**src/rtl/prg_seq_pkg.sv**
```systemverilog
`timescale 1ns/1ps
package prg_seq_pkg;

  // Operation chosen for the current cycle after priority resolution.
  typedef enum logic [2:0] {
    OP_IDLE = 3'd0,
    OP_STEP = 3'd1,
    OP_BR   = 3'd2,
    OP_CAL  = 3'd3,
    OP_RTN  = 3'd4,
    OP_TBL  = 3'd5
  } seq_op_e;

  localparam int unsigned DEF_WORD_W  = 6;
  localparam int unsigned DEF_PAGE_W  = 4;
  localparam int unsigned DEF_BLOCK_W = 1;
  localparam int unsigned DEF_NIB_W   = 4;
  localparam int unsigned DEF_LEVELS  = 3;

endpackage

```
**src/rtl/prg_seq_decode.sv**
```systemverilog
`timescale 1ns/1ps
module prg_seq_decode
  import prg_seq_pkg::*;
(
  input  logic    fetch_i,
  input  logic    tbl_i,
  input  logic    rtn_i,
  input  logic    cal_i,
  input  logic    br_i,
  input  logic    step_i,
  output seq_op_e op_o
);

  // Fixed priority: table read, return, call, branch, step.
  // Nothing is selected while a table fetch cycle is in progress.
  always_comb begin
    if (fetch_i)     op_o = OP_IDLE;
    else if (tbl_i)  op_o = OP_TBL;
    else if (rtn_i)  op_o = OP_RTN;
    else if (cal_i)  op_o = OP_CAL;
    else if (br_i)   op_o = OP_BR;
    else if (step_i) op_o = OP_STEP;
    else             op_o = OP_IDLE;
  end

  always_comb begin
    assert_fetch_idle_R8: assert (!fetch_i || op_o == OP_IDLE)
      else $error("operation selected during table fetch");
  end

endmodule

```
**src/rtl/prg_seq_stack.sv**
```systemverilog
`timescale 1ns/1ps
module prg_seq_stack #(
  parameter int unsigned LEVELS  = prg_seq_pkg::DEF_LEVELS,
  parameter int unsigned ENTRY_W = 11
) (
  input  logic                       clk,
  input  logic                       rst_n,
  input  logic                       push_i,
  input  logic                       pop_i,
  input  logic [ENTRY_W-1:0]         push_data_i,
  output logic [ENTRY_W-1:0]         top_o,
  output logic [$clog2(LEVELS+1)-1:0] depth_o,
  output logic                       ovf_o
);

  localparam int unsigned CNT_W = $clog2(LEVELS + 1);
  localparam logic [CNT_W-1:0] CNT_FULL = CNT_W'(LEVELS);
  localparam logic [CNT_W-1:0] CNT_ONE  = CNT_W'(1);

  logic [ENTRY_W-1:0] lvl_q [LEVELS];
  logic [CNT_W-1:0]   cnt_q;
  logic               ovf_q;
  logic               full_w;

  assign full_w = (cnt_q == CNT_FULL);

  // Shift levels: push moves down, pop moves up, deepest level held on pop.
  for (genvar k = 0; k < LEVELS; k++) begin : g_lvl
    logic [ENTRY_W-1:0] from_above;
    logic [ENTRY_W-1:0] from_below;
    if (k == 0) begin : g_head
      assign from_above = push_data_i;
    end else begin : g_body
      assign from_above = lvl_q[k-1];
    end
    if (k == LEVELS - 1) begin : g_tail
      assign from_below = lvl_q[k];
    end else begin : g_mid
      assign from_below = lvl_q[k+1];
    end
    always_ff @(posedge clk or negedge rst_n) begin
      if (!rst_n)      lvl_q[k] <= '0;
      else if (push_i) lvl_q[k] <= from_above;
      else if (pop_i)  lvl_q[k] <= from_below;
    end
  end

  always_ff @(posedge clk or negedge rst_n) begin
    if (!rst_n) begin
      cnt_q <= '0;
      ovf_q <= 1'b0;
    end else begin
      ovf_q <= push_i && full_w;
      if (push_i && !full_w)                   cnt_q <= cnt_q + CNT_ONE;
      else if (pop_i && !push_i && cnt_q != 0) cnt_q <= cnt_q - CNT_ONE;
    end
  end

  assign top_o   = lvl_q[0];
  assign depth_o = cnt_q;
  assign ovf_o   = ovf_q;

  assert_depth_bound_R9: assert property (@(posedge clk) disable iff (!rst_n)
    cnt_q <= CNT_FULL)
    else $error("stack depth beyond capacity");

  assert_ovf_when_full_R9: assert property (@(posedge clk) disable iff (!rst_n)
    ovf_q |-> full_w)
    else $error("overflow pulse without a full stack");

  assert_ovf_cause_R9: assert property (@(posedge clk) disable iff (!rst_n)
    (push_i && full_w) |=> ovf_q)
    else $error("push at full depth did not raise overflow");

endmodule

```
**src/rtl/prg_seq_top.sv**
```systemverilog
`timescale 1ns/1ps
module prg_seq_top
  import prg_seq_pkg::*;
#(
  parameter int unsigned WORD_W  = DEF_WORD_W,
  parameter int unsigned PAGE_W  = DEF_PAGE_W,
  parameter int unsigned BLOCK_W = DEF_BLOCK_W,
  parameter int unsigned NIB_W   = DEF_NIB_W,
  parameter int unsigned LEVELS  = DEF_LEVELS,
  localparam int unsigned ADDR_W = BLOCK_W + PAGE_W + WORD_W,
  localparam int unsigned X_W    = PAGE_W + WORD_W - 2 * NIB_W
) (
  input  logic                clk,
  input  logic                rst_n,
  input  logic                step_i,
  input  logic                br_i,
  input  logic                cal_i,
  input  logic                rtn_i,
  input  logic                ld_pb_i,
  input  logic                ld_bb_i,
  input  logic                tbl_i,
  input  logic [WORD_W-1:0]   target_i,
  input  logic [PAGE_W-1:0]   imm_i,
  input  logic                st_i,
  input  logic [X_W-1:0]      x_i,
  input  logic [NIB_W-1:0]    a_i,
  input  logic [NIB_W-1:0]    y_i,
  input  logic [2*NIB_W-1:0]  rom_data_i,
  output logic [ADDR_W-1:0]   rom_addr_o,
  output logic                st_o,
  output logic [NIB_W-1:0]    tbl_a_o,
  output logic [NIB_W-1:0]    tbl_y_o,
  output logic                tbl_valid_o,
  output logic                stack_ovf_rst_o
);

  localparam int unsigned PW_HI = PAGE_W + WORD_W;
  localparam logic [WORD_W-1:0] WORD_ONE = WORD_W'(1);

  // Arithmetic kept in functions so the bench can restate it separately.
  function automatic logic [WORD_W-1:0] word_inc(input logic [WORD_W-1:0] w);
    return w + WORD_ONE;
  endfunction

  function automatic logic [PW_HI-1:0] table_ptr(input logic [X_W-1:0] x,
                                                 input logic [NIB_W-1:0] a,
                                                 input logic [NIB_W-1:0] y);
    return {x, a, y};
  endfunction

  logic [WORD_W-1:0]  word_q;
  logic [PAGE_W-1:0]  page_q;
  logic [BLOCK_W-1:0] blk_q;
  logic [PAGE_W-1:0]  pg_buf_q;
  logic [BLOCK_W-1:0] blk_buf_q;
  logic               fetch_q;
  logic [NIB_W-1:0]   tbl_a_q;
  logic [NIB_W-1:0]   tbl_y_q;
  logic               tbl_valid_q;

  seq_op_e            op_w;
  logic               taken_w;
  logic               push_w;
  logic               pop_w;
  logic [ADDR_W-1:0]  push_data_w;
  logic [ADDR_W-1:0]  stk_top_w;
  logic [$clog2(LEVELS+1)-1:0] stk_depth_w;
  logic               stk_ovf_w;

  logic [WORD_W-1:0]  top_word_w;
  logic [PAGE_W-1:0]  top_page_w;
  logic [BLOCK_W-1:0] top_blk_w;
  logic [PW_HI-1:0]   tbl_ptr_w;

  prg_seq_decode u_decode (
    .fetch_i (fetch_q),
    .tbl_i   (tbl_i),
    .rtn_i   (rtn_i),
    .cal_i   (cal_i),
    .br_i    (br_i),
    .step_i  (step_i),
    .op_o    (op_w)
  );

  assign taken_w     = st_i && (op_w == OP_BR || op_w == OP_CAL);
  assign push_w      = (op_w == OP_CAL && st_i) || (op_w == OP_TBL);
  assign pop_w       = (op_w == OP_RTN) || fetch_q;
  assign push_data_w = {blk_q, page_q, word_inc(word_q)};

  prg_seq_stack #(
    .LEVELS  (LEVELS),
    .ENTRY_W (ADDR_W)
  ) u_stack (
    .clk         (clk),
    .rst_n       (rst_n),
    .push_i      (push_w),
    .pop_i       (pop_w),
    .push_data_i (push_data_w),
    .top_o       (stk_top_w),
    .depth_o     (stk_depth_w),
    .ovf_o       (stk_ovf_w)
  );

  assign top_word_w = stk_top_w[WORD_W-1:0];
  assign top_page_w = stk_top_w[PW_HI-1:WORD_W];
  assign top_blk_w  = stk_top_w[ADDR_W-1:PW_HI];
  assign tbl_ptr_w  = table_ptr(x_i, a_i, y_i);

  always_ff @(posedge clk or negedge rst_n) begin
    if (!rst_n) begin
      word_q      <= '0;
      page_q      <= '0;
      blk_q       <= '0;
      pg_buf_q    <= '0;
      blk_buf_q   <= '0;
      fetch_q     <= 1'b0;
      tbl_a_q     <= '0;
      tbl_y_q     <= '0;
      tbl_valid_q <= 1'b0;
    end else if (fetch_q) begin
      // Second cycle of a table read: capture data, return to caller.
      fetch_q     <= 1'b0;
      tbl_a_q     <= rom_data_i[2*NIB_W-1:NIB_W];
      tbl_y_q     <= rom_data_i[NIB_W-1:0];
      tbl_valid_q <= 1'b1;
      word_q      <= top_word_w;
      page_q      <= top_page_w;
      pg_buf_q    <= top_page_w;
      blk_q       <= top_blk_w;
    end else begin
      tbl_valid_q <= 1'b0;
      if (ld_pb_i) pg_buf_q  <= imm_i;
      if (ld_bb_i) blk_buf_q <= y_i[BLOCK_W-1:0];
      unique case (op_w)
        OP_STEP: word_q <= word_inc(word_q);
        OP_BR, OP_CAL: begin
          if (taken_w) begin
            word_q <= target_i;
            page_q <= pg_buf_q;
            blk_q  <= blk_buf_q;
          end else begin
            word_q <= word_inc(word_q);
          end
        end
        OP_RTN: begin
          word_q    <= top_word_w;
          page_q    <= top_page_w;
          pg_buf_q  <= top_page_w;
          blk_q     <= top_blk_w;
          blk_buf_q <= top_blk_w;
        end
        OP_TBL: begin
          word_q  <= tbl_ptr_w[WORD_W-1:0];
          page_q  <= tbl_ptr_w[PW_HI-1:WORD_W];
          fetch_q <= 1'b1;
        end
        default: ;
      endcase
    end
  end

  assign rom_addr_o      = {blk_q, page_q, word_q};
  assign st_o            = (op_w == OP_BR || op_w == OP_CAL || op_w == OP_RTN) ? 1'b1 : st_i;
  assign tbl_a_o         = tbl_a_q;
  assign tbl_y_o         = tbl_y_q;
  assign tbl_valid_o     = tbl_valid_q;
  assign stack_ovf_rst_o = stk_ovf_w;

  // ---------------- assertions ----------------
  assert_step_wrap_R2: assert property (@(posedge clk) disable iff (!rst_n)
    (op_w == OP_STEP) |=> (word_q == WORD_W'($past(word_q) + 1)) && $stable(page_q) && $stable(blk_q))
    else $error("step did not advance within page");

  assert_page_hold_R3: assert property (@(posedge clk) disable iff (!rst_n)
    (!fetch_q && (op_w == OP_IDLE || op_w == OP_STEP ||
                  ((op_w == OP_BR || op_w == OP_CAL) && !st_i)))
    |=> $stable(page_q) && $stable(blk_q))
    else $error("page or block moved without a jump");

  assert_ret_restore_R6: assert property (@(posedge clk) disable iff (!rst_n)
    (op_w == OP_RTN) |=> (rom_addr_o == $past(stk_top_w)) && (pg_buf_q == page_q))
    else $error("return did not restore level 1");

  assert_status_forced_R7: assert property (@(posedge clk) disable iff (!rst_n)
    (!fetch_q && (br_i || cal_i || rtn_i) && !tbl_i) |-> st_o)
    else $error("status not forced on branch, call or return");

  assert_tbl_enter_R8: assert property (@(posedge clk) disable iff (!rst_n)
    (op_w == OP_TBL) |=> fetch_q && (rom_addr_o[PW_HI-1:0] == $past(tbl_ptr_w)))
    else $error("table read did not address the table");

  assert_tbl_leave_R8: assert property (@(posedge clk) disable iff (!rst_n)
    fetch_q |=> !fetch_q && tbl_valid_q)
    else $error("table fetch did not complete in one cycle");

  assert_ovf_pulse_R9: assert property (@(posedge clk) disable iff (!rst_n)
    stack_ovf_rst_o |-> (stk_depth_w == ($clog2(LEVELS+1))'(LEVELS)))
    else $error("overflow request with stack not full");

endmodule

```
**config.mk**
```make
export PLATFORM = sky130hd
export DESIGN_NAME = prg_seq_top
export DESIGN_NICKNAME = d
export VERILOG_FILES = /design/src/rtl/prg_seq_pkg.sv /design/src/rtl/prg_seq_decode.sv /design/src/rtl/prg_seq_stack.sv /design/src/rtl/prg_seq_top.sv
export SDC_FILE = /design/constraint.sdc
export NUM_CORES = 1
export LEC_CHECK = 0
export BUFFER_PORTS_ARGS = -buffer_cell sky130_fd_sc_hd__clkbuf_2
export CAP_MARGIN = 30
export CORE_ASPECT_RATIO = 2
export CORE_MARGIN = 8
export CORE_UTILIZATION = 55
export CTS_BUF_LIST = sky130_fd_sc_hd__clkbuf_2
export CTS_CLUSTER_DIAMETER = 150
export CTS_CLUSTER_SIZE = 20
export DETAILED_ROUTE_END_ITERATION = 8
export GPL_ROUTABILITY_DRIVEN = 0
export PLACE_DENSITY = 0.78
export SLEW_MARGIN = 30
export SYNTH_ARGS = -nofsm -noshare
export SYNTH_HDL_FRONTEND = slang
export SYNTH_HIERARCHICAL = 1
export SYNTH_SLANG_ARGS = --single-unit
```
**constraint.sdc**
```tcl
create_clock -name clk -period 2.7 [get_ports clk]
set_input_delay 0.135 -clock clk [delete_from_list [all_inputs] [get_ports clk]]
set_output_delay 0.135 -clock clk [all_outputs]
set_load 0.01 [all_outputs]
```
==> flow_summary.json, run 1 <==
{
  "hold_path_class": "primary input to register",
  "wl_per_cell_um": 17.2,
  "setup_tns_ns": 0,
  "path_max_fanout": 16,
  "cp.arrival_ns": 2.46,
  "rsz0062_at_grt": "false",
  "synth_area_leader_cell": "dfrtp_1",
  "syn_avg_cell_area_um2": 10.4,
  "antenna_left": 0,
  "dpl_cell_area_um2": 3630,
  "grt_pass1_wl_mm": 13.9,
  "io_buffer_count": 59,
  "nets": 436,
  "p_leak_nw": 1.89,
  "synth_top_area_frac": 0.467,
  "ys_top_cells_by_count": "dfrtp_1 (62), nand2_1 (36), mux2i_1 (30), o21ai_1 (23), mux2_2 (19)",
  "fp.dieH_um": 126,
  "dp_hpwl_mm": 5.44,
  "cts_buffer_depth": 2,
  "synthArstFlopShare": 1.00,
  "grt_usage": 0.193,
  "crit_path_max_incr_delay_ns": 0.48,
  "synth_edf_count": 0,
  "root_buffer": "clkbuf_2",
  "total_power_mw": 3.75,
  "insertion_delay_ns": 0.50,
  "drive_gt1_frac": 0.283,
  "synth_seq_cells": 62,
  "setup_slack_ns": 0.108,
  "grt-ovfl-total": 0,
  "cts_tree": "done",
  "holdPathStages": 3,
  "die-width_um": 70.9,
  "cap_violations": 0,
  "status": "finished clean",
  "yosysSeqAreaShare": 0.467,
  "worstPathCellList": "nor2_1 > inv_1 > ha_1 > or3_1 > clkbuf_2",
  "avgViaCountPerCell": 5.86,
  "grt_start_max_net_pins": 63,
  "final_area_um2": 3950,
  "worstSetupStartpointType": "register",
  "rows": 40,
  "cp.buffers_inverters": 2,
  "synth_nets": 359,
  "syn_to_final_growth_pct": 19.1,
  "dieArea_um2": 8930,
  "worstSetupPathType": "register to primary output",
  "peakVddDrop_mv": 0.630,
  "pwr_density_cell_nw_per_um2": 948,
  "timing.fmax_mhz": 386,
  "crit_family": "simple AND/OR/NAND/NOR gates",
  "endpoint_kind": "primary output",
  "first_pass_iters": 4,
  "synth_area_leaders": "dfrtp_1 (47%), mux2i_1 (9.0%), mux2_2 (6.4%)",
  "ios": 60,
  "hold_viol_final": 0,
  "fin_crit_ns": 2.59,
  "tightest_slew_ns": 0.657,
  "holdWs_ns": 0.0416,
  "crit_slowest_cell": "dfrtp_1",
  "drc": 0,
  "antenna_found_initial": 1,
  "grt_pass1_vias": 2884,
  "dr_total_vias": 2720,
  "ys_types": 55,
  "cts_buffers": 9,
  "finClkSkew_ns": 0.0200,
  "syn_area_um2": 3320,
  "drtIter0Drc": 205,
  "htreeDepth": 3,
  "setup_viol": 0,
  "wl_mm": 7.99,
  "required_ns": 2.57,
  "final_max_slew_viol_count": 0,
  "crit_cells": 5,
  "synthCells": 318,
  "cts_sinks": 62,
  "synthFlopType": "dfrtp_1",
  "ys_warn_count": 6,
  "place_ws_ns": 0.436,
  "slew_headroom": 0.560,
  "yosysMostFrequentCell": "dfrtp_1",
  "r2r_cells": 6,
  "core_area_um2": 5910,
  "clk_pin_slew_ns": 0.16,
  "initial_utilization": 0.562,
  "period_share": 0.960
}
## flip-flops by register name, indices dropped and copies added, names as in the netlist
register,count
pg_buf_q,4
tbl_a_o,4
blk_buf_q,1
tbl_valid_o,1
u_stack/depth_o,2
u_stack/ovf_o,1
word_q,6
u_stack/g_lvl.from_below,22
page_q,4
u_stack/top_o,11
fetch_q,1
tbl_y_o,4
blk_q,1
## layer usage
layer / vias up / part of all wire / wire length (um) / global-route usage
met2: 90 / 0.52 / 4120 / 0.316
met4: 0 / 0.031 / 249 / 0.0964
met1: 1315 / 0.39 / 3080 / 0.217
met5: - / 0 / 0 / 0
met3: 24 / 0.068 / 541 / 0.0620
li1: 1291 / - / - / -
## final cells by class
cell class                 instances  area [um2]
fill                             457        1950
antenna                            1        2.50
clock buffer                      11        55.1
sequential                        62        1550
inverter                          10        37.5
multi-input combinational        221        1540
timing repair buffer              91         641
clock inverter                     5        50.0
tap                               63        78.8
## worst min-delay path: stages
cell and delay [ns]:
clkbuf_2 0.15, mux2i_1 0.09, o21ai_1 0.13
## where the power goes
part	total [mW]	leakage, nW	internal [mW]	switching, mW
Sequential	1.62	0.792	1.30	0.323
Clock	0.534	0.0670	0.214	0.320
Combinational	1.59	1.03	0.769	0.824
## path summary, 6_finish.rpt
kind / startpoint / slack, ns / end
max: fetch_q$_DFF_PN0_ / 0.11 / st_o
min: ld_pb_i / 0.04 / pg_buf_q[3]$_DFFE_PN0P_
max reg2reg: fetch_q$_DFF_PN0_ / 0.37 / u_stack/top_o[9]$_DFFE_PN0P_
min reg2reg: tbl_y_o[0]$_DFFE_PN0P_ / 0.53 / tbl_y_o[0]$_DFFE_PN0P_
max in group asynchronous: rst_n / 2.27 / u_stack/top_o[6]$_DFFE_PN0P_
min in group asynchronous: rst_n / 0.16 / word_q[0]$_DFFE_PN0P_
## metrics by stage
step,cells,utilization
CTS,463,0.669
detailed placement,425,0.614
floorplan,318,-
finish,464,0.669
global route,464,0.669
global placement,425,0.614
## cell families (layout without fill, tap and decap cells)
kind of cell / Yosys count / count (layout) / synth area share
AOI/OAI and AO/OA: 85 / 85 / 0.176
and+or+nand+nor: 80 / 80 / 0.110
DFF: 62 / 62 / 0.467
muxes: 49 / 49 / 0.155
buffers and inverters: 35 / 117 / 0.0701
xor gates and xnor gates: 4 / 4 / 0.0106
adders and majority gates: 3 / 3 / 0.0113
other: 0 / 1 / 0
## placed cells by master, fill, tap and decap left out, drive strengths merged, types with 2 or more instances in the layout
cell type	synthesis	layout
mux2i	30	30
nand2b	6	6
dfrtp	62	62
mux2	19	19
nor2b	2	2
clkinv	1	4
buf	21	10
xor2	3	3
o22ai	4	4
and2	4	4
ha	3	3
a21oi	10	10
nand3	2	2
inv	9	9
nor3	4	4
a31oi	3	3
nand2	36	36
a221oi	7	7
or3	2	2
dlygate4sd3	0	22
nor2	18	18
and3	3	3
a211oi	2	2
o31ai	6	6
o21ai	36	36
clkbuf	4	70
a22oi	2	2
## what timing repair did
item	4_1_cts	5_1_grt
hold buffers	22	0
buffers inserted	0	0
endpoints found under the hold margin	80	0
resized for setup	0	0
Note: power is estimated with default switching activity, not from simulation.
==> run 2: changes to the inputs <==
- PLACE_DENSITY: 0.78 -> 0.79
- SYNTH_HIERARCHICAL: 1 -> not set
==> run 2 against run 1 <==
Design area shrank 10%. First-iteration DRC count grew 17%. Final cell count fell by 12%. Clock-buffer cell count fell by 2. Sequential share of layout area rose by 4.4 points. Clock power up 4.3%. Critical path type is now register to register. Largest power group unchanged.
==> flow_summary.json, run 2 <==
{
  "status": "finished clean",
  "ys_types": 41,
  "first_pass_iters": 5,
  "antenna_left": 0,
  "dp_hpwl_mm": 5.18,
  "clk_pin_slew_ns": 0.18,
  "grt-ovfl-total": 0,
  "nFillCells": 391,
  "timing.fmax_mhz": 486,
  "final_area_um2": 3560,
  "p_leak_nw": 1.73,
  "tightest_slew_ns": 0.786,
  "hold_buffers": 22,
  "synth_nets": 303,
  "layout_commonest_cell": "clkbuf_2",
  "cts_buffers": 9,
  "rsz0062_at_grt": "false",
  "total_power_mw": 2.72,
  "nets": 383,
  "met3_length_um": 476,
  "synth_area_leader_cell": "dfrtp_1",
  "slew_headroom": 0.476,
  "grt_usage": 0.209,
  "synth_area_leaders": "dfrtp_1 (53%), mux2_2 (6.2%), mux2i_1 (4.8%)",
  "yosysMostFrequentCell": "dfrtp_1",
  "ys_warn_count": 0,
  "wl_mm": 7.60,
  "insertion_delay_ns": 0.50,
  "core_area_um2": 5140,
  "hold_viol_final": 0,
  "die-width_um": 67.4,
  "cp.arrival_ns": 2.49,
  "synth_edf_count": 0,
  "syn_area_um2": 2910,
  "initial_utilization": 0.566,
  "drive_gt1_frac": 0.289,
  "cts_tree": "done",
  "yosysSeqAreaShare": 0.534,
  "top_layer_used": "met4",
  "largest_register_ffs": 22,
  "cts_sinks": 62,
  "finClkSkew_ns": 0.0257,
  "endpoint_kind": "register",
  "final_core_util": 0.692,
  "dieArea_um2": 8010,
  "worstSetupStartpointType": "register",
  "syn_to_final_growth_pct": 22.4,
  "synth_top_area_frac": 0.534,
  "pwr_density_cell_nw_per_um2": 764,
  "synthFlopType": "dfrtp_1",
  "peakVddDrop_mv": 0.519,
  "synthArstFlopShare": 1.00,
  "antenna_found_initial": 0,
  "synth_seq_cells": 62,
  "avgViaCountPerCell": 6.05,
  "required_ns": 3.13,
  "wl_per_cell_um": 18.6,
  "dr_total_vias": 2467,
  "fin_crit_ns": 2.06,
  "grt_pass1_vias": 2627,
  "fp.dieH_um": 119,
  "final_cell_mix": "clkbuf_2 (67), dfrtp_1 (62), nand2_1 (27)",
  "dpl_cell_area_um2": 3220,
  "grt_pass1_wl_mm": 12.8,
  "cts_resized": 0,
  "rows": 37,
  "setup_tns_ns": 0,
  "met1_length_mm": 2.83,
  "synthCells": 264,
  "final_max_slew_viol_count": 0,
  "ios": 60,
  "htreeDepth": 3,
  "grt_start_max_net_pins": 36,
  "path_max_fanout": 6,
  "root_buffer": "clkbuf_2",
  "hold_path_class": "primary input to register",
  "period_share": 0.763,
  "syn_avg_cell_area_um2": 11.0,
  "cts_buffer_depth": 2,
  "drtIter0Drc": 239,
  "drc": 0,
  "cts_setup_buffers": 0,
  "cap_violations": 0,
  "dr_wl_met2_mm": 4.03,
  "setup_viol": 0,
  "holdWs_ns": 0.0451,
  "ys_top_cells_by_count": "dfrtp_1 (62), nand2_1 (27), o21ai_0 (21), mux2_2 (16), inv_1 (15)",
  "worstSetupPathType": "register to register",
  "io_buffer_count": 59
}
-- run 2: layout make-up --
| class | count | area, um2 | share of cell area |
|---|---|---|---|
| clock buffers | 9 | 45.0 | 0.0127 |
| flip-flops and latches | 62 | 1550 | 0.436 |
| diodes | 1 | 2.50 | 0.000703 |
| multi-input cells | 169 | 1200 | 0.338 |
| inverters | 15 | 56.3 | 0.0158 |
| repair buffers | 87 | 561 | 0.158 |
| well taps | 58 | 72.6 | 0.0204 |
| clock inverters | 7 | 65.1 | 0.0183 |
-- run 2: report_power, final --
part           leakage [nW]  total [mW]  switching, mW  internal, mW
logic                 0.883       0.694          0.338         0.356
registers             0.780        1.47          0.261          1.21
clock network        0.0675       0.557          0.350         0.206
total                  1.73        2.72          0.950          1.77
-- run 2: logic make-up after synthesis --
logic type,count (synthesis),synth area share
compound gates,79,0.196
xor+xnor,3,0.00904
fa+ha+maj,1,0.00430
buf+inv,33,0.0521
flops,62,0.534
mux,33,0.122
simple gates,53,0.0831
-- run 2: path summary, 6_finish.rpt --
kind	start	to	slack, ns	depth (start not counted)
max	fetch_q$_DFF_PN0_	word_q[3]$_DFFE_PN0P_	0.64	5
min	x_i[0]	page_q[2]$_DFFE_PN0P_	0.05	4
max reg2reg	fetch_q$_DFF_PN0_	word_q[3]$_DFFE_PN0P_	0.64	5
min reg2reg	u_stack.depth_o[0]$_DFFE_PN0P_	u_stack.depth_o[0]$_DFFE_PN0P_	0.51	1
max in group asynchronous	rst_n	u_stack.g_lvl[0].from_below[9]$_DFFE_PN0P_	1.73	3
min in group asynchronous	rst_n	tbl_y_o[3]$_DFFE_PN0P_	0.24	2
-- run 2: per-stage QoR --
step,setup slack [ns],instances
final,0.640,408
after global routing,0.602,407
after CTS,0.666,407
after detailed placement,0.918,369
after global placement,1.00,369
after floorplan,1.19,264
-- run 2: layer usage --
| metal | vias to the layer above | global-route usage |
|---|---|---|
| li1 | 1140 | - |
| met1 | 1198 | 0.228 |
| met4 | 0 | 0.117 |
| met5 | - | 0 |
| met2 | 108 | 0.347 |
| met3 | 21 | 0.0568 |
-- run 2: critical path, stage by stage (launching register included) --
cell	delay [ns]
dfrtp_1	0.41
or3_1	0.37
nor2_2	0.33
a221oi_1	0.13
dlygate4sd3_1	0.59
a31oi_1	0.17
